$ cat src/rtl/intc_pkg.sv
package intc_pkg;
  localparam int BANK_W  = 32;
  localparam int N_BANKS = 2;
  localparam int N_SRC   = BANK_W * N_BANKS;
  localparam int IDX_W   = $clog2(N_SRC);
  localparam int ADDR_W  = 6;

  typedef enum logic [1:0] {
    REG_EVENT  = 2'd0,
    REG_ENABLE = 2'd1,
    REG_ACK    = 2'd2,
    REG_LEVEL  = 2'd3
  } reg_sel_e;

  localparam logic [31:0] VEC_NONE = 32'h8000_0000;

  // Address bits 5:4 that select a bank: low sources at 0x20, high at 0x10.
  function automatic logic [1:0] bank_window(int b);
    return (b == 0) ? 2'b10 : 2'b01;
  endfunction

  function automatic logic [BANK_W-1:0] level_bits(bit wide);
    return wide ? 32'h3FF0_0000 : 32'h1FF0_0000;
  endfunction
endpackage

$ cat src/rtl/intc_bank.sv
module intc_bank #(
  parameter int           W     = 32,
  parameter logic [W-1:0] LMASK = '0
) (
  input  logic         clk,
  input  logic         rst_n,
  input  logic [W-1:0] src,
  input  logic         en_we,
  input  logic         ack_we,
  input  logic [W-1:0] wdata,
  output logic [W-1:0] event_q,
  output logic [W-1:0] enable_q,
  output logic [W-1:0] pend
);
  logic [W-1:0] prev_q;
  logic [W-1:0] rise;
  logic [W-1:0] clr;

  assign rise = src & ~prev_q & ~LMASK;
  assign clr  = ack_we ? wdata : '0;

  always_ff @(posedge clk) begin
    if (!rst_n) begin
      prev_q   <= '0;
      event_q  <= '0;
      enable_q <= '0;
    end else begin
      prev_q  <= src;
      // a new edge wins over a clear in the same cycle
      event_q <= (event_q & ~clr) | (rise & enable_q);
      if (en_we) enable_q <= wdata;
    end
  end

  assign pend = enable_q & ((event_q & ~LMASK) | (src & LMASK));

  AST_EVENT_NEEDS_ENABLE: assert property (@(posedge clk) disable iff (!rst_n)
    ((event_q & ~$past(event_q)) & ~$past(enable_q)) == '0);
  AST_EVENT_NEEDS_EDGE: assert property (@(posedge clk) disable iff (!rst_n)
    ((event_q & ~$past(event_q)) & $past(prev_q)) == '0);
  AST_ENABLE_HOLDS: assert property (@(posedge clk) disable iff (!rst_n)
    !en_we |=> $stable(enable_q));
endmodule

$ cat src/rtl/intc_prio.sv
module intc_prio #(
  parameter int N  = 64,
  parameter int IW = $clog2(N)
) (
  input  logic          clk,
  input  logic          rst_n,
  input  logic [N-1:0]  pend,
  output logic [IW-1:0] idx,
  output logic          none
);
  always_comb begin
    idx  = '0;
    none = 1'b1;
    for (int i = 0; i < N; i++) begin
      if (pend[i]) begin
        idx  = IW'(i);
        none = 1'b0;
      end
    end
  end

  AST_VECTOR_IS_PENDING: assert property (@(posedge clk) disable iff (!rst_n)
    !none |-> pend[idx]);
endmodule

$ cat src/rtl/twin_bank_intc.sv
module twin_bank_intc
  import intc_pkg::*;
#(
  parameter bit LEVEL_WIDE = 1'b0
) (
  input  logic              clk,
  input  logic              rst_n,
  input  logic [N_SRC-1:0]  irq_in,
  input  logic              bus_sel,
  input  logic              bus_wr,
  input  logic [ADDR_W-1:0] bus_addr,
  input  logic [BANK_W-1:0] bus_wdata,
  output logic [BANK_W-1:0] bus_rdata,
  output logic              irq_o
);
  localparam logic [BANK_W-1:0] LMASK = level_bits(LEVEL_WIDE);

  logic              word_ok;
  reg_sel_e          rsel;
  logic [N_SRC-1:0]  pend_all;
  logic [BANK_W-1:0] ev_a   [N_BANKS];
  logic [BANK_W-1:0] en_a   [N_BANKS];
  logic [BANK_W-1:0] pend_a [N_BANKS];
  logic [BANK_W-1:0] rd_bank[N_BANKS];
  logic [IDX_W-1:0]  vec_idx;
  logic              vec_none;
  logic [BANK_W-1:0] rd_next;

  assign word_ok = bus_sel && (bus_addr[1:0] == 2'b00);
  assign rsel    = reg_sel_e'(bus_addr[3:2]);

  for (genvar b = 0; b < N_BANKS; b++) begin : g_bank
    logic hit;
    assign hit = word_ok && (bus_addr[5:4] == bank_window(b));

    intc_bank #(.W(BANK_W), .LMASK(LMASK)) u_bank (
      .clk     (clk),
      .rst_n   (rst_n),
      .src     (irq_in[b*BANK_W +: BANK_W]),
      .en_we   (hit && bus_wr && (rsel == REG_ENABLE)),
      .ack_we  (hit && bus_wr && (rsel == REG_ACK)),
      .wdata   (bus_wdata),
      .event_q (ev_a[b]),
      .enable_q(en_a[b]),
      .pend    (pend_a[b])
    );

    assign pend_all[b*BANK_W +: BANK_W] = pend_a[b];

    always_comb begin
      case (rsel)
        REG_EVENT:  rd_bank[b] = ev_a[b];
        REG_ENABLE: rd_bank[b] = en_a[b];
        REG_LEVEL:  rd_bank[b] = irq_in[b*BANK_W +: BANK_W];
        default:    rd_bank[b] = '0;
      endcase
    end
  end

  intc_prio #(.N(N_SRC), .IW(IDX_W)) u_prio (
    .clk  (clk),
    .rst_n(rst_n),
    .pend (pend_all),
    .idx  (vec_idx),
    .none (vec_none)
  );

  always_comb begin
    rd_next = '0;
    if (bus_addr[5:2] == 4'b0000)
      rd_next = vec_none ? VEC_NONE : {{(BANK_W-IDX_W){1'b0}}, vec_idx};
    for (int b = 0; b < N_BANKS; b++)
      if (bus_addr[5:4] == bank_window(b)) rd_next = rd_bank[b];
  end

  always_ff @(posedge clk) begin
    if (!rst_n) begin
      bus_rdata <= '0;
      irq_o     <= 1'b0;
    end else begin
      irq_o <= |pend_all;
      if (word_ok && !bus_wr) bus_rdata <= rd_next;
    end
  end

  AST_IRQ_TRACKS_PENDING: assert property (@(posedge clk) disable iff (!rst_n)
    irq_o == !$past(vec_none));
endmodule

$ cat config.mk
export PLATFORM = sky130hd
export DESIGN_NAME = twin_bank_intc
export DESIGN_NICKNAME = d
export VERILOG_FILES = /design/src/rtl/intc_pkg.sv /design/src/rtl/intc_bank.sv /design/src/rtl/intc_prio.sv /design/src/rtl/twin_bank_intc.sv
export SDC_FILE = /design/constraint.sdc
export NUM_CORES = 1
export LEC_CHECK = 0
export CORE_MARGIN = 4
export CORE_UTILIZATION = 55
export CTS_CLUSTER_DIAMETER = 120
export DETAILED_ROUTE_END_ITERATION = 10
export PLACE_DENSITY = 0.8
export RECOVER_POWER = 25
export SKIP_LAST_GASP = 1
export SYNTH_ARGS = -nofsm -noshare
export SYNTH_HDL_FRONTEND = slang
export SYNTH_SLANG_ARGS = --single-unit
$ cat constraint.sdc
create_clock -name clk -period 2.3 [get_ports clk]
set_input_delay 0.46 -clock clk [delete_from_list [all_inputs] [get_ports clk]]
set_output_delay 0.46 -clock clk [all_outputs]
set_load 0.03 [all_outputs]
### Yosys cells after proc, flatten, opt, wreduce, memory -nomap -nowiden

Cells that the tools add are included.

* flip-flop bits (word level): 225
* bits of input ports: 106
* output and inout bits: 33
* word-level logic and storage cells: 179

* eq/ne operators: 5
* muxes and demuxes: 135
* bitwise gates (word level): 16
* reduce and logical (&&, ||, !) cells: 15

Operators with widths (count)
* AND 32 bit: 8
* two-way mux 32 bit: 6
* two-way mux 6 bit: 32
* case mux 32 bit (3 select lines): 2
* NOT 32 bit: 4
* two-way mux 5 bit: 16
* two-way mux 1 bit: 65
* bitwise OR 32 x 29 -> 32 bit: 2
* bitwise OR 32 bit: 2
* OR reduction 64 bit: 1
* two-way mux 4 bit: 8
* two-way mux 3 bit: 4
* logical AND 1 bit: 10
* equality test 2 bit, second input constant: 3
* equality test 2 x 1 -> 1 bit, second input constant: 2
* zero test 2 bit: 2
* zero test 4 bit: 1
* two-way mux 2 bit: 2
* zero test 1 bit: 1

### Depth between registers and ports, before layout

Gate-level depths: netlist of the first run.

* depth after elaboration: 70
* depth in mapped cells: 9
* depth with buffers taken out: 7

### Modules after synthesis

Synthesis of the first run repeated with hierarchy kept, for this count alone.

* cell total of the unflattened synthesis: 1173
* area total of the unflattened synthesis: 10587.7 um2

By module, submodules not included
* intc_bank: instances 2, cells an instance 309, area each 3245.6 um2
* twin_bank_intc: instances 1, cells an instance 412, area each 3246.9 um2
* intc_prio: instances 1, cells an instance 143, area each 849.6 um2

### Worst setup path before layout of the first run

OpenSTA, ideal clock, no wires.

* path kind: input to register
* from: input port bus_addr[1]
* to: register g_bank[0].u_bank.event_q[31]
* arrival time: 1.715 ns
* required time: 2.182 ns
* setup slack: 0.467 ns
* stages: 8
* path buffers: 1
* path through: nor2_1 nand2_1 or3_1 nor3b_2 buf_4 nand2_1 a32oi_1 nor2b_1

* longest elaborated chain between the ends: 9

Ends and longest elaborated chain
* start: declaration: RTL line twin_bank_intc.sv:11 `input logic [ADDR_W-1:0] bus_addr,`
* zero test 2 bit: RTL line twin_bank_intc.sv:29 `assign word_ok = bus_sel && (bus_addr[1:0] == 2'b00);`
* logical AND 1 bit: RTL line twin_bank_intc.sv:29
* logical AND 1 bit: RTL line twin_bank_intc.sv:34 `assign hit = word_ok && (bus_addr[5:4] == bank_window(b));`
* logical AND 1 bit (2 in series): RTL line twin_bank_intc.sv:41 `.ack_we (hit && bus_wr && (rsel == REG_ACK)),`
* two-way mux 32 bit: RTL line intc_bank.sv:20 `assign clr = ack_we ? wdata : '0;`
* NOT 32 bit: RTL line intc_bank.sv:30 `event_q <= (event_q & ~clr) | (rise & enable_q);`
* AND 32 bit: RTL line intc_bank.sv:30
* bitwise OR 32 bit: RTL line intc_bank.sv:30
* end signal: assignment: RTL line intc_bank.sv:30
* end: declaration: RTL line intc_bank.sv:11 `output logic [W-1:0] event_q,`

No other way between the ends.
A chain may end at the register's enable or synchronous reset.

### Worst setup path after layout of the first run

* from: register g_bank[1].u_bank.event_q[9]
* to: register bus_rdata[3]

* longest elaborated chain between the ends: 29
* elaborated cells on any way between the ends: 52
* those cells by class: mux: 50; bitwise: 2

Ends and longest elaborated chain
* start: declaration: RTL line intc_bank.sv:11
* start signal: assignment: RTL line intc_bank.sv:30
* bitwise OR 32 x 29 -> 32 bit *: RTL line intc_bank.sv:35 `assign pend = enable_q & ((event_q & ~LMASK) | (src & LMASK));`
* AND 32 bit *: RTL line intc_bank.sv:35
* two-way mux 6 bit or two-way mux 1 bit (tied branches) (23 in series): RTL line intc_prio.sv:15 `if (pend[i]) begin`
* two-way mux 32 bit *: RTL line twin_bank_intc.sv:71 `rd_next = vec_none ? VEC_NONE : {{(BANK_W-IDX_W){1'b0}}, vec_idx};`
* two-way mux 32 bit *: RTL line twin_bank_intc.sv:70 `if (bus_addr[5:2] == 4'b0000)`
* two-way mux 32 bit * (2 in series): RTL line twin_bank_intc.sv:73 `if (bus_addr[5:4] == bank_window(b)) rd_next = rd_bank[b];`
* end signal: assignment: RTL line twin_bank_intc.sv:82 `if (word_ok && !bus_wr) bus_rdata <= rd_next;`
* end: declaration: RTL line twin_bank_intc.sv:13 `output logic [BANK_W-1:0] bus_rdata,`

Every way passes the cells marked *; elsewhere a longest branch is shown, timed or not.

==> impl_metrics.csv, run 1 <==
group,metric,value,unit
logic_synthesis,async_flop_share,0,%
critical_path,ff2ff_path_depth,7,
cts,path_clk_slew,0.06,ns
logic_synthesis,synth_common_cells,"nand2_1 (291), dfxtp_1 (207), a22oi_1 (87)",
logic_synthesis,synth-simple-area-share,21.6,%
critical_path,crit_start,"g_bank[1].u_bank.event_q[9]$_SDFF_PN0_",
logic_synthesis,ys_seq_area_share,41.6,%
cells_and_area,multi_input_area,5480,um^2
logic_synthesis,synth_flop_cell,"dfxtp_1",
cts,clock-sinks,207,
timing,relSlewSlack,18.1,%
run_status,status,"completed",
placed_design,dpl.hpwl,21100,um
cells_and_area,drive_above_1_share,13.0,%
timing,period_share,95.5,%
power,netSwitchingFraction,23.4,%
critical_path,cp_slowest_cell,"a22oi_1",
critical_path,crit_chain,"a22oi_1, nand4_1, nor4_2, nand4_1, and2_4, a21oi_1, a21oi_1",
timing,timing.final.ws_setup,0.103,ns
logic_synthesis,yosys.cell_count.top_type,"nand2_1",
cts,cts_buffers,22,
logic_synthesis,ys_types,49,
placed_design,dp.cells,1546,
power,p_leak,4.88,nW
logic_synthesis,synth-compound-area-share,26.1,%
critical_path,end_kind,"flip-flop",
critical_path,cp-start-kind,"flip-flop",
timing,finalCriticalPeriod,2.20,ns
power,p_seq_share,46.3,%
worst_hold_path,min_path_type,"flip-flop to flip-flop",
drt,wl_per_cell,19.2,um
drt,drt_iter0_drc,882,
logic_synthesis,yosys.area.top_type,"dfxtp_1",
cells_and_area,layout.cells.non_filler,1586,
global_route,grt_max_degree,53,
floorplan,row_count,48,
timing,clock_skew,0.0109,ns
logic_synthesis,synth_top_area_share,41.6,%
power,total_power,7.95,mW
power,intPower,6.09,mW
timing,worst_pin_slew,1.23,ns
logic_synthesis,synth_area,9960,um^2
drt,num_vias,9747,
floorplan,core,17500,um^2
power,p_clk_share,44.1,%
power,p_sw,1.86,mW
cts,cts_root_buf,"clkbuf_16",
critical_path,reg2reg_from,"g_bank[1].u_bank.event_q[9]$_SDFF_PN0_",
cts,cts_resized,0,
timing,drv_slew,0,
placed_design,gp_congestion,0.959,
critical_path,slowest_delay,0.43,ns
global_route,grt_pass1_vias,9131,
timing,setup_viol,0,
critical_path,cp_data_required_time,2.69,ns
logic_synthesis,ys_warn_count,0,
logic_synthesis,synth.mux.area_fraction,7.24,%
power,ir_drop,512,uV
drt,first_pass_iters,5,
global_route,grt_overflow_total,0,
placed_design,dpl_worst_slack,-0.169,ns
cts,post_cts_buffers,0,
logic_synthesis,synth_top_family_by_area,"compound AO/OA/AOI/OAI gates",
drt,post-route-drc-count,0,
power,p_comb_share,9.6,%
drt,viasPerCell,6.15,
worst_hold_path,holdCritStartpoint,"g_bank[1].u_bank.event_q[28]$_SDFF_PN0_",
worst_hold_path,hold_depth,2,
global_route,antenna_found_initial,0,
job,cap_viol_max_count,0,
power,power.density,626,nW/um^2
critical_path,crit_type,"flip-flop to flip-flop",
floorplan,die_area,20300,um^2
timing,fmax,455,MHz
global_route,grt_pass1_wl,47700,um
drt,ant_nets,0,
cells_and_area,diodes,0,
drt,routed_wl,30500,um
floorplan,boundaryPins,139,
logic_synthesis,synth_xor_area_share,0,%
floorplan,die_w,143,um
cells_and_area,seq_area,4140,um^2
cells_and_area,fin_nets,1451,
logic_synthesis,syn_nets,1294,
logic_synthesis,yosys-top-cells-area,"dfxtp_1 (42%), nand2_1 (11%), mux2_2 (7.2%)",
floorplan,start_util,56.8,%
cells_and_area,num-fill-cells,1366,
logic_synthesis,synth-edff-count,0,
timing,hold_viol,0,
cts,clk_path_buf_depth,3,
timing,tns,0,ns
placed_design,port_buffers,138,
logic_synthesis,synthCells,1188,
critical_path,worstPathMaxFanout,5,
critical_path,worstPathArrival,2.59,ns
cts,htreeDepth,1,
cts,cts_tree,"done",
logic_synthesis,synth_fa_ha_area_share,0,%
global_route,track_usage,28.9,%
cells_and_area,area_growth,27.5,%
floorplan,dieHeight,143,um
logic_synthesis,synth.avg_cell_area,8.38,um^2
logic_synthesis,synth_seq_cells,207,
timing,rsz0062_at_grt,"false",
cts,clock_latency,0.51,ns
## metrics by stage
step | hold WS [ns] | cell area (um^2) | utilization [%]
floorplan | 0.412 | 9960 | -
global placement | 0.418 | 12000 | 68.5
detailed placement | 0.425 | 12000 | 68.5
CTS | 0.273 | 12700 | 72.6
global route | 0.453 | 12700 | 72.4
finish | 0.434 | 12700 | 72.4
## repair_timing
item                                    in CTS  in global routing
hold buffers                                 0                  0
hold endpoints to repair                     0                  0
endpoints found under the setup margin       0                  2
## power by group through the flow
stage                     combinational [mW]  sequential [mW]  clock [mW]
after floorplan                        0.304             3.79           0
after global placement                 0.744             3.75           0
after detailed placement               0.749             3.76           0
after CTS                              0.754             3.68        3.55
after global routing                   0.801             3.68        3.69
final                                  0.761             3.68        3.51
## worst paths after layout
kind                                              to  slack, ns
min reg2reg  g_bank[1].u_bank.event_q[28]$_SDFF_PN0_       0.43
max reg2reg                bus_rdata[3]$_SDFFE_PN0P_       0.10
max                        bus_rdata[3]$_SDFFE_PN0P_       0.10
min          g_bank[1].u_bank.event_q[28]$_SDFF_PN0_       0.43
## worst max-delay path, delay by kind of cell (launching register included)
| kind | cells | cell delay, ns |
|---|---|---|
| compound gates | 3 | 0.66 |
| flops | 1 | 0.34 |
| simple gates | 4 | 1.08 |
## logic make-up (layout without fill, tap and decap cells)
| logic type | count (synthesis) | in the layout |
|---|---|---|
| flip-flops | 207 | 207 |
| buffers and inverters | 85 | 258 |
| AO/OA/AOI/OAI | 353 | 353 |
| multiplexers | 64 | 64 |
| AND/OR/NAND/NOR | 479 | 479 |
## routing by layer
metal  up-vias  track usage [%]  wire [um]
met5         -                0          0
li1       4564                -          -
met1      4672             37.9      12500
met3        62             5.44       2650
met2       449             48.8      14600
met4         0             8.25        772
## placed cells by master (no fill, tap or decap), drive strengths merged, types with 4 or more instances in the layout
| master | count |
|---|---|
| a22oi | 89 |
| nand3 | 11 |
| inv | 7 |
| nor2 | 53 |
| mux2 | 64 |
| clkinv | 5 |
| clkbuf | 41 |
| dfxtp | 207 |
| a21oi | 78 |
| nand2 | 291 |
| a32o | 7 |
| nor2b | 49 |
| o221ai | 27 |
| o21ai | 10 |
| o211a | 29 |
| and2 | 54 |
| a21boi | 65 |
| buf | 69 |
| a32oi | 7 |
| a22o | 8 |
| nand4 | 7 |
| nor3 | 4 |
| clkdlybuf4s50 | 135 |
## sequential cells by signal (all words and copies together) (netlist names)
name / flops
g_bank.u_bank.prev_q: 46
irq_o: 1
g_bank.u_bank.enable_q: 64
bus_rdata: 32
g_bank.u_bank.event_q: 64
## layout make-up
class,count,area share [%]
Tap cell,225,2.22
Sequential cell,207,32.6
Clock inverter,6,0.493
Multi-Input combinational cell,896,43.1
Clock buffer,34,5.09
Timing Repair Buffer,211,16.2
Inverter,7,0.207
Note: power is estimated with default switching activity, not from simulation.
==> run 2: changes to the inputs <==
--- a/config.mk
+++ b/config.mk
@@ -5,7 +5,8 @@
 export SDC_FILE = /design/constraint.sdc
 export NUM_CORES = 1
 export LEC_CHECK = 0
-export CORE_MARGIN = 4
+export CAP_MARGIN = 15
+export CORE_MARGIN = 2
 export CORE_UTILIZATION = 55
 export CTS_CLUSTER_DIAMETER = 120
 export DETAILED_ROUTE_END_ITERATION = 10
==> run 2 against run 1 <==
Against the previous run:
- clock skew fell by 0.00094 ns
- sequential power barely moved
- combinational power rose by 0.8%
- design area rose by 1.0%
- utilization fell by 0.51 points
- critical path type unchanged
- largest power group is now the clock network
==> impl_metrics.csv, run 2 (synthesis gave the netlist of run 1 again) <==
group,metric,value,unit
run_status,status,"completed",
global_route,track_usage,30.6,%
cts,holdBufCountCts,0,
cells_and_area,final_cell_area,12800,um^2
cts,clock_latency,0.51,ns
drt,num_vias,9729,
floorplan,die_area,19200,um^2
cells_and_area,fin_nets,1454,
critical_path,reg2reg_from,"g_bank[1].u_bank.event_q[15]$_SDFF_PN0_",
drt,drt_iter0_drc,882,
job,cap_viol_max_count,0,
cts,cts_tree,"done",
worst_hold_path,hold_depth,2,
floorplan,core,17800,um^2
critical_path,timing.reg2reg.setup_slack,0.12,ns
floorplan,boundaryPins,139,
worst_hold_path,holdCritStartpoint,"g_bank[1].u_bank.event_q[23]$_SDFF_PN0_",
critical_path,end_kind,"flip-flop",
timing,worst_pin_slew,1.35,ns
critical_path,cp_data_required_time,2.68,ns
cts,clk_path_buf_depth,3,
timing,hold_viol,0,
cells_and_area,mostFrequentLayoutCells,"nand2_1 (291), dfxtp_1 (207), clkdlybuf4s50_1 (128)",
timing,drv_slew,0,
timing,rsz0062_at_grt,"false",
cts,cts_buffers,22,
global_route,grt_max_degree,66,
floorplan,die_w,139,um
floorplan,row_count,49,
floorplan,start_util,55.8,%
drt,post-route-drc-count,0,
cells_and_area,area_growth,28.8,%
critical_path,worstPathArrival,2.56,ns
global_route,grt_pass1_vias,9351,
placed_design,gp_congestion,0.987,
worst_hold_path,min_to,"g_bank[1].u_bank.event_q[23]$_SDFF_PN0_",
global_route,grt_pass1_wl,48500,um
placed_design,dpl.hpwl,20800,um
drt,first_pass_iters,5,
cells_and_area,diodes,0,
critical_path,worstPathMaxFanout,5,
cells_and_area,reg.largest.list,"g_bank.u_bank.enable_q x64, g_bank.u_bank.event_q x64, g_bank.u_bank.prev_q x46",
cells_and_area,post-route-util,71.9,%
global_route,grt_overflow_total,0,
timing,fmax,459,MHz
power,ir_drop,622,uV
timing,clock_skew,0.00991,ns
power,total_power,8.24,mW
cells_and_area,drive_above_1_share,13.7,%
timing,relSlewSlack,9.84,%
timing,finalCriticalPeriod,2.18,ns
global_route,antenna_found_initial,0,
placed_design,place_area,12000,um^2
power,p_leak,4.93,nW
drt,routed_wl,30200,um
critical_path,rr_endpoint,"bus_rdata[3]$_SDFFE_PN0P_",
floorplan,dieHeight,139,um
critical_path,ff2ff_path_depth,9,
critical_path,cp-start-kind,"flip-flop",
critical_path,crit_type,"flip-flop to flip-flop",
power,power.density,643,nW/um^2
timing,period_share,94.7,%
timing,setup_viol,0,
drt,viasPerCell,6.11,
cts,htreeDepth,1,
drt,ant_nets,0,
placed_design,port_buffers,138,
cts,path_clk_slew,0.06,ns
cts,cts_root_buf,"clkbuf_16",
cells_and_area,final_common_cell,"nand2_1",
drt,wl_per_cell,19.0,um
cts,clock-sinks,207,
worst_hold_path,min_path_type,"flip-flop to flip-flop",
run 2: cell count changes in the layout (fill, tap and decap cells not counted), sizes merged:
| cell | delta |
|---|---|
| dlygate4sd3 | +7 |
| clkinv | -3 |
| bufinv | +2 |
| clkinvlp | +1 |
| buf | +3 |
| clkdlybuf4s50 | -7 |
run 2: where the power goes:
group          switching [mW]  leakage (nW)  internal (mW)
clock network            1.44         0.383           2.36
logic                   0.376          2.87          0.391
registers              0.0277          1.68           3.65
total                    1.84          4.93           6.40
run 2: layer usage:
metal | vias up | routed length (um) | GRT usage, %
li1 | 4565 | - | -
met1 | 4634 | 12400 | 39.3
met2 | 446 | 14500 | 52.5
met3 | 84 | 2350 | 4.42
met4 | 0 | 1000 | 11.2
met5 | - | 0 | 0
run 2: area by class of cell:
type                       instances  area, um^2
clock buffer                      34         677
clock inverter                     6         108
fill                            1353        5010
inverter                           7        26.3
multi-input combinational        896        5510
sequential                       207        4140
tap                              229         287
timing repair buffer             214        2080
run 2: how the worst max path moves through the flow:
stage	start	endpoint	cells after the start
final	g_bank[1].u_bank.event_q[15]$_SDFF_PN0_	bus_rdata[3]$_SDFFE_PN0P_	9
after global routing	g_bank[1].u_bank.enable_q[12]$_SDFFE_PN0P_	bus_rdata[2]$_SDFFE_PN0P_	8
after detailed placement	irq_in[55]	bus_rdata[2]$_SDFFE_PN0P_	8
after global placement	irq_in[53]	bus_rdata[2]$_SDFFE_PN0P_	8
after CTS	g_bank[1].u_bank.enable_q[17]$_SDFFE_PN0P_	bus_rdata[0]$_SDFFE_PN0P_	9
after floorplan	bus_addr[1]	g_bank[0].u_bank.event_q[31]$_SDFF_PN0_	8
run 2: metrics by stage:
step | TNS, ns | setup WS [ns] | hold WS [ns] | cells
after floorplan | 0 | 0.467 | 0.412 | 1188
after global placement | -0.237 | -0.0791 | 0.419 | 1550
after detailed placement | -1.41 | -0.154 | 0.425 | 1550
after CTS | 0 | 0.0594 | 0.352 | 1590
after global routing | 0 | 0.0187 | 0.446 | 1593
final | 0 | 0.121 | 0.433 | 1593
run 2: worst max-delay path, stage by stage (launching register included):
cell and delay, ns:
dfxtp_1 0.31, buf_4 0.14, a22oi_1 0.21, buf_4 0.17, nand4_1 0.26, nor4_4 0.37, nand4_1 0.18, and2_4 0.21
a21oi_1 0.13, a21oi_1 0.08
run 2: what timing repair did:
action	in CTS	in global routing
buffers inserted	0	3
gates resized for setup	0	4
endpoints found under the hold margin	0	0
endpoints found under the setup margin	0	3
